### config.mk
export PLATFORM = sky130hd
export DESIGN_NAME = dpoll_fsm
export DESIGN_NICKNAME = d
export VERILOG_FILES = /design/src/rtl/dpoll_pkg.sv /design/src/rtl/dpoll_fsm.sv
export SDC_FILE = /design/constraint.sdc
export NUM_CORES = 1
export LEC_CHECK = 0
export BUFFER_PORTS_ARGS = -buffer_cell sky130_fd_sc_hd__buf_2
export CORE_MARGIN = 5
export CORE_UTILIZATION = 44
export DETAILED_ROUTE_END_ITERATION = 10
export GPL_TIMING_DRIVEN = 0
export MAX_ROUTING_LAYER = met4
export PLACE_DENSITY = 0.83
export SLEW_MARGIN = 20
export SYNTH_ARGS = -nofsm -noshare
export SYNTH_HDL_FRONTEND = slang
export SYNTH_SLANG_ARGS = --single-unit
### constraint.sdc
create_clock -name clk -period 1.7 [get_ports clk]
set_clock_uncertainty 0.1 [all_clocks]
set_input_delay 0.255 -clock clk [delete_from_list [all_inputs] [get_ports clk]]
set_output_delay 0.255 -clock clk [all_outputs]
set_load 0.02 [all_outputs]
### src/rtl/dpoll_pkg.sv
package dpoll_pkg;

    // Bit positions inside a status byte that the checker decodes.
    localparam int POLL_BIT = 7;
    localparam int TOUT_BIT = 5;

    typedef enum logic [1:0] {
        ST_IDLE    = 2'd0,
        ST_POLL    = 2'd1,
        ST_RECHECK = 2'd2,
        ST_FINAL   = 2'd3
    } dp_state_e;

    typedef enum logic [1:0] {
        VD_MATCH   = 2'd0,
        VD_RETRY   = 2'd1,
        VD_SUSPECT = 2'd2
    } dp_verdict_e;

    function automatic dp_verdict_e classify(input logic dq_poll,
                                             input logic want_poll,
                                             input logic dq_tout);
        if (dq_poll == want_poll) return VD_MATCH;
        if (dq_tout)              return VD_SUSPECT;
        return VD_RETRY;
    endfunction

endpackage

### src/rtl/dpoll_fsm.sv
module dpoll_fsm
    import dpoll_pkg::*;
#(
    parameter int ADDR_W = 18,
    parameter int DATA_W = 8
) (
    input  logic              clk,
    input  logic              rst,
    input  logic              start,
    input  logic [ADDR_W-1:0] valid_addr,
    input  logic              want_poll_in,
    input  logic              rd_ack,
    input  logic [DATA_W-1:0] rd_data,
    input  dp_verdict_e       verdict,
    input  logic              wd_expired,
    output logic              rd_req,
    output logic [ADDR_W-1:0] rd_addr,
    output logic              want_poll,
    output logic              poll_active,
    output logic              is_idle,
    output logic              done,
    output logic              pass,
    output logic              fail,
    output logic [DATA_W-1:0] data_out,
    output logic              data_out_valid
);

    dp_state_e         state_q;
    logic [ADDR_W-1:0] addr_q;
    logic              want_q;
    logic              done_q, pass_q, fail_q, dov_q;
    logic [DATA_W-1:0] dout_q;
    logic              xfer;

    assign xfer        = rd_req && rd_ack;
    assign rd_req      = (state_q != ST_IDLE);
    assign rd_addr     = addr_q;
    assign want_poll   = want_q;
    assign poll_active = (state_q == ST_POLL) || (state_q == ST_RECHECK);
    assign is_idle     = (state_q == ST_IDLE);

    assign done           = done_q;
    assign pass           = pass_q;
    assign fail           = fail_q;
    assign data_out       = dout_q;
    assign data_out_valid = dov_q;

    always_ff @(posedge clk) begin
        if (rst) begin
            state_q <= ST_IDLE;
            addr_q  <= '0;
            want_q  <= 1'b0;
            done_q  <= 1'b0;
            pass_q  <= 1'b0;
            fail_q  <= 1'b0;
            dov_q   <= 1'b0;
            dout_q  <= '0;
        end else begin
            done_q <= 1'b0;
            pass_q <= 1'b0;
            fail_q <= 1'b0;
            dov_q  <= 1'b0;
            unique case (state_q)
                ST_IDLE: begin
                    if (start) begin
                        addr_q  <= valid_addr;
                        want_q  <= want_poll_in;
                        state_q <= ST_POLL;
                    end
                end
                ST_POLL: begin
                    if (wd_expired) begin
                        done_q  <= 1'b1;
                        fail_q  <= 1'b1;
                        state_q <= ST_IDLE;
                    end else if (xfer) begin
                        unique case (verdict)
                            VD_MATCH:   state_q <= ST_FINAL;
                            VD_SUSPECT: state_q <= ST_RECHECK;
                            default:    state_q <= ST_POLL;
                        endcase
                    end
                end
                ST_RECHECK: begin
                    if (wd_expired) begin
                        done_q  <= 1'b1;
                        fail_q  <= 1'b1;
                        state_q <= ST_IDLE;
                    end else if (xfer) begin
                        if (verdict == VD_MATCH) begin
                            state_q <= ST_FINAL;
                        end else begin
                            done_q  <= 1'b1;
                            fail_q  <= 1'b1;
                            state_q <= ST_IDLE;
                        end
                    end
                end
                ST_FINAL: begin
                    if (xfer) begin
                        dout_q  <= rd_data;
                        dov_q   <= 1'b1;
                        done_q  <= 1'b1;
                        pass_q  <= 1'b1;
                        state_q <= ST_IDLE;
                    end
                end
                default: state_q <= ST_IDLE;
            endcase
        end
    end

endmodule

==> flow_summary.ini <==
[synthesis]
syn_avg_cell_area_um2 = 8.62
yosysUniqueCellTypes = 30
synth-seq-area-share_pct = 47.6
yosysWarnings = 0
synth_top_family_by_area = simple AND/OR/NAND/NOR gates
synth_seq_cells = 32
synth_simple_gate_area_share_pct = 21.2
synth_fp_nets = 194
syn_area_mm2 = 0.00135
synth_xor_area_share_pct = 0
synth-compound-area-share_pct = 19.7
synthCells = 156
yosysTopAreaCell = dfxtp_1
post_synth_fa_ha_maj_area_fraction_pct = 3.72
synth_mux_area_share_pct = 0.744
synth.area.top_cells = dfxtp_1, nand2_1, a21oi_1, a21oi_2, ha_1
synth_top_area_share_pct = 47.6

[global_route]
grt-ovfl-total = 0
grt_pass1_vias = 1194
grt_pass1_wl_um = 5220
grt_max_degree = 12
grtUsageTotal_pct = 16.4
antenna_found_initial = 0

[setup_path]
crit_path_max_fanout = 6
required_ps = 1830
cp.arrival_ps = 1710
r2r_slack_ps = 120
cp-start-kind = flop
path_class = flop to flop
end_kind = flop

[cells_and_area]
final_util_pct = 60.5
fin_nets = 268
multi_input_area_um2 = 623
ff_latch_area_um2 = 643
final_cells = 264
nFillCells = 288
antenna_cells = 0
final_area_mm2 = 0.00182
syn_to_final_growth_pct = 35.1
drive_above_1_share_pct = 43.7

[detailed_routing]
routed_wl_um = 3160
dr.pass1.iters = 4
vias = 1283
drt_iter0_markers = 51
remaining_drc_errors = 0
ant_nets = 0
wl_per_cell_um = 12.0
avgViaCountPerCell = 4.86

[clocking]
htreeDepth = 2
cts_tree = built
cts_buffer_depth = 2
cts.sinks = 32
cts_inserted_buffers = 5
insertion_delay_ps = 320
postCtsSetupRepairBufs = 0
cts-root-buf = clkbuf_4
hold_buffers = 0
clk_pin_slew_worst_paths_ps = 100

[die]
initial_utilization_pct = 44.8
ios = 68
die_y_um = 65.3
core_area_mm2 = 0.00300
die-area_mm2 = 0.00426
rows = 20
die_w_um = 65.3

[timing]
rsz0062_at_grt = no
fin_hold_ws_ps = 49.3
slew_violations = 0
worst_pin_slew_ps = 653
totalNegativeSetupSlack_ps = 0
hold_viol_final = 0
period_share_pct = 93.2
fmax_ghz = 0.631
worst_slew_margin_rel_pct = 56.5
layout_min_cycle_time_ps = 1580
finalSetupViolCount = 0

[place]
port_buffers = 67
placed_area_mm2 = 0.00172
dp_hpwl_um = 2340
gp_congestion = 0.829
dp.cells = 256

[outcome]
status = finished, final reports clean

[run]
max_cap_viol_count = 0

[power]
ir_drop_v = 0.000532
leakage_nw = 0.849
power_density_mw_per_mm2 = 979

[min_path]
min_path_type = input port to flop
-- power by group --
group | internal [mW] | switching (mW)
Combinational | 0.159 | 0.235
Clock | 0.307 | 0.261
Sequential | 0.794 | 0.0234
-- per-layer routing --
layer	routed length (µm)	up-vias	GRT usage [%]
li1	-	668	-
met3	212	4	5.13
met2	1360	51	25.2
met1	1530	560	20.1
met5	0	-	-
met4	51	0	6.22
-- state kept, by name (all words and copies together), names as in the netlist --
signal,cells
want_poll,1
done,1
rd_addr,18
data_out_valid,1
fail,1
data_out,8
state_q,2
-- layout make-up --
type	count	area share (%)
Sequential cell	32	35.4
Multi-Input combinational cell	108	34.3
Timing Repair Buffer	67	18.5
Buffer	9	3.72
Clock inverter	3	2.34
Tap cell	33	2.27
Clock buffer	5	2.07
Inverter	7	1.45
-- logic make-up after synthesis --
logic type               count (synthesis)
AND/OR/NAND/NOR                         64
AO/OA/AOI/OAI                           39
flip-flops                              32
buffers and inverters                   16
adder cells (fa/ha/maj)                  4
multiplexers                             1
-- critical path, stage by stage (launching register included) --
cell and delay, ps:
dfxtp_2 380, inv_1 90, ha_1 270, o21bai_1 250
a311oi_1 130, a311oi_1 260
-- metrics by stage --
stage                     total power [mW]  setup WS, ps
after floorplan                       1.09           113
after global placement                1.22          58.9
after detailed placement              1.22          19.1
after CTS                             1.79          18.5
after global routing                  1.88          6.10
final                                 1.78           116
-- worst paths after layout --
| kind | to | from | depth (start not counted) |
|---|---|---|---|
| worst max-delay path | state_q[0] | state_q[0] | 5 |
| worst min-delay path | rd_addr[7] | valid_addr[7] | 3 |
| worst max register to register | state_q[0] | state_q[0] | 5 |
| worst min register to register | rd_addr[3] | rd_addr[3] | 2 |
-- cells in the mapped netlist --
cell type and number:
nand3b_2 1, buf_12 1, nand2_1 45, buf_2 2
o211ai_2 1, nor2_1 1, inv_1 7, and2_1 1
o221ai_1 1, nor4_1 1, o211ai_1 1, o21ai_0 2
o21bai_1 1, nand2_2 3, buf_1 1, nor2b_1 2
nand3_1 8, dfxtp_1 32, mux2i_1 1, nor2b_2 1
a31oi_1 1, a21oi_2 10, buf_4 2, buf_6 1
clkbuf_1 2, a31o_1 1, a311oi_1 3, ha_1 4
a21oi_1 18, nand2b_2 1
-- cells in the final DEF, fill, tap and decap left out, drive strengths merged, types with 2 or more instances in the layout --
cell type / n
a311oi: 3
clkbuf: 7
a21oi: 28
buf: 74
nor2b: 3
nand3: 8
ha: 4
o21ai: 2
inv: 7
dfxtp: 32
o211ai: 2
nand2: 48
-- timing repair --
item                                    CTS  global route
endpoints found under the setup margin    3             8
gates cloned                              0             0
resized for setup                         1             3
Note: power is estimated with default switching activity, not from simulation.
